File: src/rtl/uart_rx_pkg.sv
package uart_rx_pkg;
  localparam int MAX_CHAR = 9;

  typedef enum logic [2:0] {
    ST_IDLE, ST_START, ST_DATA, ST_PAR, ST_STOP1, ST_STOP2
  } rx_state_e;

  typedef struct packed {
    logic [MAX_CHAR-1:0] data;
    logic                perr;
    logic                ferr;
  } rx_frame_t;

  function automatic logic [3:0] char_bits(input logic [1:0] code);
    case (code)
      2'b00:   return 4'd7;
      2'b01:   return 4'd8;
      default: return 4'd9;
    endcase
  endfunction
endpackage

File: src/rtl/rx_tick_gen.sv
module rx_tick_gen #(
  parameter int BASE_DIV = 4
) (
  input  logic       clk,
  input  logic       rst,
  input  logic [1:0] ps,
  output logic       tick
);
  localparam int MAX_DIV = BASE_DIV * 256;
  localparam int CW      = $clog2(MAX_DIV);

  logic [CW-1:0] cnt;
  logic [CW-1:0] lim;

  always_comb begin
    case (ps)
      2'b00:   lim = CW'(BASE_DIV - 1);
      2'b01:   lim = CW'(BASE_DIV * 8 - 1);
      2'b10:   lim = CW'(BASE_DIV * 32 - 1);
      default: lim = CW'(MAX_DIV - 1);
    endcase
  end

  always_ff @(posedge clk) begin
    if (rst) begin
      cnt  <= '0;
      tick <= 1'b0;
    end else begin
      tick <= 1'b0;
      if (cnt >= lim) begin
        cnt  <= '0;
        tick <= 1'b1;
      end else begin
        cnt <= cnt + 1'b1;
      end
    end
  end

  // ticks are isolated pulses when BASE_DIV >= 2
  assert_tick_isolated_R11: assert property (@(posedge clk) disable iff (rst)
    tick |=> !tick);
endmodule

File: src/rtl/rx_frame_fsm.sv
module rx_frame_fsm
  import uart_rx_pkg::*;
#(
  parameter int OVS = 16
) (
  input  logic       clk,
  input  logic       rst,
  input  logic       abort,
  input  logic       en_i,
  input  logic       tick,
  input  logic       rxd_s,
  input  logic [1:0] cfg_len,
  input  logic       par_en,
  input  logic       par_odd,
  input  logic       two_stop,
  output logic       frm_valid,
  output rx_frame_t  frm
);
  localparam int          CW   = $clog2(OVS);
  localparam logic [CW-1:0] MID  = CW'(OVS / 2 - 1);
  localparam logic [CW-1:0] LAST = CW'(OVS - 1);

  rx_state_e             st;
  logic [CW-1:0]         cnt;
  logic [3:0]            bitn;
  logic [MAX_CHAR-1:0]   sh;
  logic                  pbit, ferr_hold, rxd_d;
  logic [3:0]            nbits;
  logic [MAX_CHAR-1:0]   aligned;
  logic                  perr_c, at_bit;

  always_comb begin
    nbits   = char_bits(cfg_len);
    aligned = sh >> (4'd9 - nbits);
    perr_c  = par_en & (^aligned ^ pbit ^ par_odd);
    at_bit  = tick && (cnt == LAST);
  end

  always_ff @(posedge clk) begin
    if (rst || abort) begin
      st        <= ST_IDLE;
      cnt       <= '0;
      bitn      <= '0;
      sh        <= '0;
      pbit      <= 1'b0;
      ferr_hold <= 1'b0;
      rxd_d     <= 1'b1;
      frm_valid <= 1'b0;
      frm       <= '0;
    end else begin
      rxd_d     <= rxd_s;
      frm_valid <= 1'b0;
      if (tick) cnt <= cnt + 1'b1;
      case (st)
        ST_IDLE: begin
          cnt <= '0;
          if (en_i && rxd_d && !rxd_s) st <= ST_START;
        end
        ST_START: if (tick && cnt == MID) begin
          cnt  <= '0;
          bitn <= '0;
          st   <= rxd_s ? ST_IDLE : ST_DATA;
        end
        ST_DATA: if (at_bit) begin
          sh   <= {rxd_s, sh[MAX_CHAR-1:1]};
          bitn <= bitn + 1'b1;
          if (bitn == nbits - 1'b1) st <= par_en ? ST_PAR : ST_STOP1;
        end
        ST_PAR: if (at_bit) begin
          pbit <= rxd_s;
          st   <= ST_STOP1;
        end
        ST_STOP1: if (at_bit) begin
          if (two_stop) begin
            ferr_hold <= !rxd_s;
            st        <= ST_STOP2;
          end else begin
            frm       <= '{data: aligned, perr: perr_c, ferr: !rxd_s};
            frm_valid <= 1'b1;
            st        <= ST_IDLE;
          end
        end
        ST_STOP2: if (at_bit) begin
          frm       <= '{data: aligned, perr: perr_c, ferr: ferr_hold};
          frm_valid <= 1'b1;
          st        <= ST_IDLE;
        end
        default: st <= ST_IDLE;
      endcase
    end
  end

  // a frame only begins while reception is enabled
  assert_start_needs_en_R7: assert property (@(posedge clk) disable iff (rst)
    (st == ST_START && $past(st) == ST_IDLE) |-> $past(en_i));
  // one completion pulse per frame
  assert_single_done_R2: assert property (@(posedge clk) disable iff (rst)
    frm_valid |=> !frm_valid);
endmodule

File: src/rtl/uart_rx_engine.sv
module uart_rx_engine
  import uart_rx_pkg::*;
#(
  parameter int BASE_DIV  = 4,
  parameter int OVS       = 16,
  parameter int SYNC_LEN  = 2
) (
  input  logic       clk,
  input  logic       rst,
  input  logic [1:0] cfg_len,
  input  logic       cfg_par_en,
  input  logic       cfg_par_odd,
  input  logic       cfg_two_stop,
  input  logic       cfg_addr_mode,
  input  logic [1:0] cfg_ps,
  input  logic       cfg_rts_en,
  input  logic       ctl_wr,
  input  logic       ctl_enable,
  input  logic       ctl_init,
  input  logic       rxd,
  input  logic       rd_stb,
  output logic [8:0] rd_data,
  output logic       rx_enabled,
  output logic       flag_full,
  output logic       flag_perr,
  output logic       flag_ferr,
  output logic       flag_ovr,
  output logic       rts_n
);
  logic [SYNC_LEN-1:0] sync_q;
  logic                tick, frm_valid, init_q, addr_seen, addr_filter, accept;
  rx_frame_t           frm;

  always_ff @(posedge clk) begin
    if (rst) sync_q <= '1;
    else     sync_q <= {sync_q[SYNC_LEN-2:0], rxd};
  end

  rx_tick_gen #(.BASE_DIV(BASE_DIV)) u_tick (
    .clk(clk), .rst(rst), .ps(cfg_ps), .tick(tick)
  );

  rx_frame_fsm #(.OVS(OVS)) u_fsm (
    .clk(clk), .rst(rst), .abort(init_q), .en_i(rx_enabled), .tick(tick),
    .rxd_s(sync_q[SYNC_LEN-1]), .cfg_len(cfg_len), .par_en(cfg_par_en),
    .par_odd(cfg_par_odd), .two_stop(cfg_two_stop),
    .frm_valid(frm_valid), .frm(frm)
  );

  always_comb begin
    addr_filter = cfg_addr_mode && (cfg_len == 2'b10);
    accept      = !addr_filter || addr_seen || frm.data[8];
  end

  always_ff @(posedge clk) begin
    if (rst) begin
      init_q     <= 1'b0;
      rx_enabled <= 1'b0;
      flag_full  <= 1'b0;
      flag_perr  <= 1'b0;
      flag_ferr  <= 1'b0;
      flag_ovr   <= 1'b0;
      addr_seen  <= 1'b0;
      rd_data    <= '0;
      rts_n      <= 1'b1;
    end else begin
      init_q <= ctl_wr && ctl_init;
      rts_n  <= !(cfg_rts_en && rx_enabled && !flag_full);
      if (init_q) begin
        rx_enabled <= 1'b0;
        flag_full  <= 1'b0;
        flag_perr  <= 1'b0;
        flag_ferr  <= 1'b0;
        flag_ovr   <= 1'b0;
        addr_seen  <= 1'b0;
      end else begin
        if (ctl_wr) rx_enabled <= ctl_enable;
        if (rd_stb) flag_full <= 1'b0;
        if (frm_valid && accept) begin
          addr_seen <= addr_seen | (addr_filter & frm.data[8]);
          if (flag_full && !rd_stb) begin
            flag_ovr <= 1'b1;
          end else begin
            rd_data   <= frm.data;
            flag_full <= 1'b1;
            flag_perr <= flag_perr | frm.perr;
            flag_ferr <= flag_ferr | frm.ferr;
          end
        end
      end
    end
  end

  // init wipes status and enable in the following cycle
  assert_init_clears_R8: assert property (@(posedge clk) disable iff (rst)
    init_q |=> (!rx_enabled && !flag_full && !flag_perr && !flag_ferr && !flag_ovr));
  // init lasts one cycle unless rewritten
  assert_init_oneshot_R8: assert property (@(posedge clk) disable iff (rst)
    (init_q && !ctl_wr) |=> !init_q);
  // completion into a full buffer raises overrun and keeps old data
  assert_overrun_R5: assert property (@(posedge clk) disable iff (rst)
    (frm_valid && accept && flag_full && !rd_stb && !init_q) |=> (flag_ovr && $stable(rd_data)));
  // no request while the buffer is occupied
  assert_rts_full_R10: assert property (@(posedge clk) disable iff (rst)
    $past(flag_full) |-> rts_n);
  // output idle when the function is off
  assert_rts_off_R10: assert property (@(posedge clk) disable iff (rst)
    !cfg_rts_en |=> rts_n);
endmodule

File: config.mk
export PLATFORM = sky130hd
export DESIGN_NAME = uart_rx_engine
export DESIGN_NICKNAME = d
export VERILOG_FILES = /design/src/rtl/uart_rx_pkg.sv /design/src/rtl/rx_tick_gen.sv /design/src/rtl/rx_frame_fsm.sv /design/src/rtl/uart_rx_engine.sv
export SDC_FILE = /design/constraint.sdc
export NUM_CORES = 1
export LEC_CHECK = 0
export BUFFER_PORTS_ARGS = -buffer_cell sky130_fd_sc_hd__buf_2
export CAP_MARGIN = 10
export CORE_MARGIN = 5
export CORE_UTILIZATION = 25
export DETAILED_ROUTE_END_ITERATION = 8
export PLACE_DENSITY_LB_ADDON = 0.3
export SYNTH_ARGS = -nofsm -noshare
export SYNTH_HDL_FRONTEND = slang
export SYNTH_SLANG_ARGS = --single-unit
File: constraint.sdc
create_clock -name clk -period 2.9 [get_ports clk]
set_clock_uncertainty 0.2 [all_clocks]
set_input_delay 0.58 -clock clk [delete_from_list [all_inputs] [get_ports clk]]
set_output_delay 0.58 -clock clk [all_outputs]
set_load 0.01 [all_outputs]
==> metrics.md <==
| Metric | Value |
|---|---|
| Status | `complete, no violations` |
| Clock Power Share | `between 50% and 60%` |
| Row count | `40` |
| Avg Vias per Cell | `around 4.6` |
| Grt peak-use layer | `met2` |
| Synth Area per Inst | `8.99 sq um` |
| Routability cong. | `0.808` |
| Yosys warnings | `0` |
| Clock Sinks | `65` |
| Hold_buf cts | `0` |
| Slew @ Worst Pin | `around 0.57 ns` |
| Post-route minimum period | `between 2 and 2.5 ns` |
| Flop-to-flop setup slack | `slightly above 0.7 ns` |
| First-pass GRT wire length | `roughly 12 mm` |
| Placed cell count | `about 500` |
| Core Box Area | `about 12000 sq um` |
| CP Max Fanout | `13` |
| Setup TNS Final | `0 ns` |
| Startpoint types | `flop` |
| CTS H-tree depth | `3` |
| Fmax | `0.458 GHz` |
| Via count of the first global-routing pass | `2444` |
| CP arrival | `around 2.2 ns` |
| First-pass DRT Iterations | `4` |
| Commonest non-fill, non-tap cell in the layout | `nor2_1` |
| Final Cell Area | `between 3000 and 4000 sq um` |
| Initial Utilization | `about 26%` |
| Most frequent cells in the layout | `nor2_1, dfxtp_1, buf_2` |
| Sequential share of power | `between 40% and 50%` |
| Syn nets | `368` |
| Ys async rst share | `0%` |
| Area growth from synthesis to layout | `18.3%` |
| CTS Buffer Depth | `2` |
| Cells after Synth | `341` |
| Clock-pin slew on the worst setup and hold paths | `~0.050 ns` |
| PD cells | `roughly 570 nW/um^2` |
| Met3 Track Usage GR | `2.10%` |
| Tightest Hold Check Type | `flop to flop` |
| Nets@finish | `394` |
| Post-Layout Cell Count | `roughly 520` |
| Share of cells above drive strength 1 | `16.2%` |
| Clock Latency Late Sink | `approximately 0.32 ns` |
| Final worst slack | `about 0.72 ns` |
| Library cells used by synthesis | `41` |
| WS Path Type | `flop to flop` |
| Main synth FF type | `dfxtp_1` |
| Maxcap violations | `0` |
| RSZ-0062 raised after global routing | `false` |
| Final HPWL from detailed placement | `4.77 mm` |
| Mapped Area | `between 3000 and 4000 sq um` |
| Max-slew violations | `0` |
| Sequential fraction of the synthesis area | `42.4%` |
| Switching share of power | `20.3%` |
| R2R Path Start | `u_fsm.cnt[0]` |
| Critical Path RT | `2.94 ns` |
| Combinational fraction of design power | `under 10%` |
| Reg2reg end | `u_fsm.frm[1]` |
| DIE WIDTH | `~120 um` |
| P_leak | `approximately 1.5 nW` |
| CTS Buf Count | `9` |
| Final period util | `between 70% and 80%` |
| WL/cell | `~13 um` |
| Grt ovf | `0` |
| Final Hold Viols | `0` |
| Total GRT Usage | `about a tenth` |
| Crit. Startpoint | `u_fsm.cnt[0]` |
| Setup Viol. Count Final | `0` |
| Cell area after placement | `roughly 3300 sq um` |
| DR vias | `approximately 2400` |
| Power Internal | `~1.6 mW` |
| Worst vdd rail ir drop | `slightly below 0.3 mV` |
| Post-CTS setup-driven buffer insertion count | `0` |
| Post-CTS resize count | `0` |
| Hold Crit Start | `sync_q[0]` |
| Critical path destination | `u_fsm.frm[1]` |
| Setup slack after placement | `about 0.36 ns` |
| I/O pin count | `31` |
| Synthesis-stage register bit count | `65` |
| Die Span Y | `~120 um` |
| # fillers | `about 1300` |
| Largest net degree at the start of global routing | `26` |
| CTS tree | `done` |
| Antenna cells | `0` |
| GRT met2 Usage | `15.1%` |
| Worst Reg-to-Reg Cells | `6` |
| Clock Root Buffer | `clkbuf_16` |
| Slew headroom | `between 60% and 70%` |
| EDFF count, synth | `0` |
| Initial antenna violation count | `0` |
| Psw | `roughly 0.42 mW` |
| DRT antenna net count | `0` |
| Final wirelength | `approximately 6.5 mm` |
| Area of the multi-input gates | `1630 sq um` |
| Register area | `approximately 1300 sq um` |
| Port bufs | `30` |
| Met1 Usage GRT | `a little over an eighth` |
| Remaining DRCs | `0` |
| Die Area | `between 10000 and 15000 sq um` |
| Worst setup EP type | `flop` |
| DRT iter0 DRCs | `91` |
==> per-stage QoR <==
| step | power [mW] | hold slack (ns) | utilization, % |
|---|---|---|---|
| floorplan | 0.984 | 0.189 | - |
| global placement | 1.01 | 0.213 | 27.7 |
| detailed placement | 1.01 | 0.214 | 27.7 |
| CTS | 2.08 | 0.233 | 30.2 |
| global route | 2.14 | 0.251 | 30.2 |
| finish | 2.06 | 0.222 | 30.2 |
==> synth_stat cells (6+ instances only) <==
cell | n | share of area [%]
nor2_1 | 66 | 8.1
dfxtp_1 | 65 | 42
mux2i_1 | 28 | 9.1
a21oi_1 | 23 | 3.8
nand3_1 | 13 | 2.1
nor3_1 | 13 | 2.1
clkbuf_1 | 11 | 1.3
ha_1 | 11 | 4.5
nand2_1 | 11 | 1.3
xnor2_1 | 10 | 2.9
xor2_1 | 10 | 2.9
nor2b_1 | 8 | 1.6
inv_1 | 6 | 0.73
nand2b_1 | 6 | 1.2
==> critical path: stages, from the launching register on <==
cell and delay, ns:
dfxtp_1 0.36, ha_1 0.20, nand4_1 0.16, or3_1 0.61
nor3_1 0.32, nand2b_1 0.09, o211ai_1 0.16
==> cell families after synthesis <==
| kind of cell | count (synthesis) | synth area share [%] |
|---|---|---|
| flops | 65 | 42.4 |
| buf+inv | 26 | 4.24 |
| simple gates | 137 | 21.5 |
| xor+xnor | 21 | 6.45 |
| compound gates | 48 | 9.88 |
| mux | 33 | 11.0 |
| fa+ha+maj | 11 | 4.49 |
==> metal layers <==
layer	part of all wire [%]	wire length (um)	vias to the layer above
met1	51	3340	1101
met5	0	0	-
li1	-	-	1226
met4	1.5	99	0
met2	45	2920	36
met3	2.8	183	9
==> registers in the layout, indices dropped and copies added, names as in the netlist <==
signal and count:
rx_enabled 1, rts_n 1, u_fsm.bitn 4, flag_ferr 1, u_fsm.cnt 4, u_fsm.ferr_hold 1, u_tick.tick 1, u_fsm.frm_valid 1
flag_perr 1, u_fsm.sh 9, sync_q 2, flag_full 1, init_q 1, u_fsm.pbit 1, u_fsm.st 3, u_tick.cnt 10
addr_seen 1, flag_ovr 1, u_fsm.frm 11, rd_data 9, u_fsm.rxd_d 1
==> power groups by stage <==
stage	clock, mW	sequential (mW)	combinational [mW]
2_1_floorplan	0	0.926	0.0580
3_3_place_gp	0	0.928	0.0801
3_5_place_dp	0	0.928	0.0815
4_1_cts	1.09	0.909	0.0820
5_1_grt	1.14	0.909	0.0916
6_report	1.07	0.909	0.0803
==> worst min path at each step <==
stage	to	slack, ns	depth (start not counted)
6_report	sync_q[1]	0.22	1
5_1_grt	sync_q[1]	0.25	1
4_1_cts	sync_q[1]	0.23	1
3_5_place_dp	sync_q[1]	0.21	1
3_3_place_gp	sync_q[1]	0.21	1
2_1_floorplan	sync_q[1]	0.19	1
==> cell type report <==
cell class | count | share of cell area [%]
clock buffer | 12 | 7.07
clock inverter | 3 | 1.10
inverter | 6 | 0.621
multi-input combinational | 250 | 45.1
sequential | 65 | 35.9
tap | 147 | 5.07
timing repair buffer | 35 | 5.18
Power figures use the tool's default switching activity.
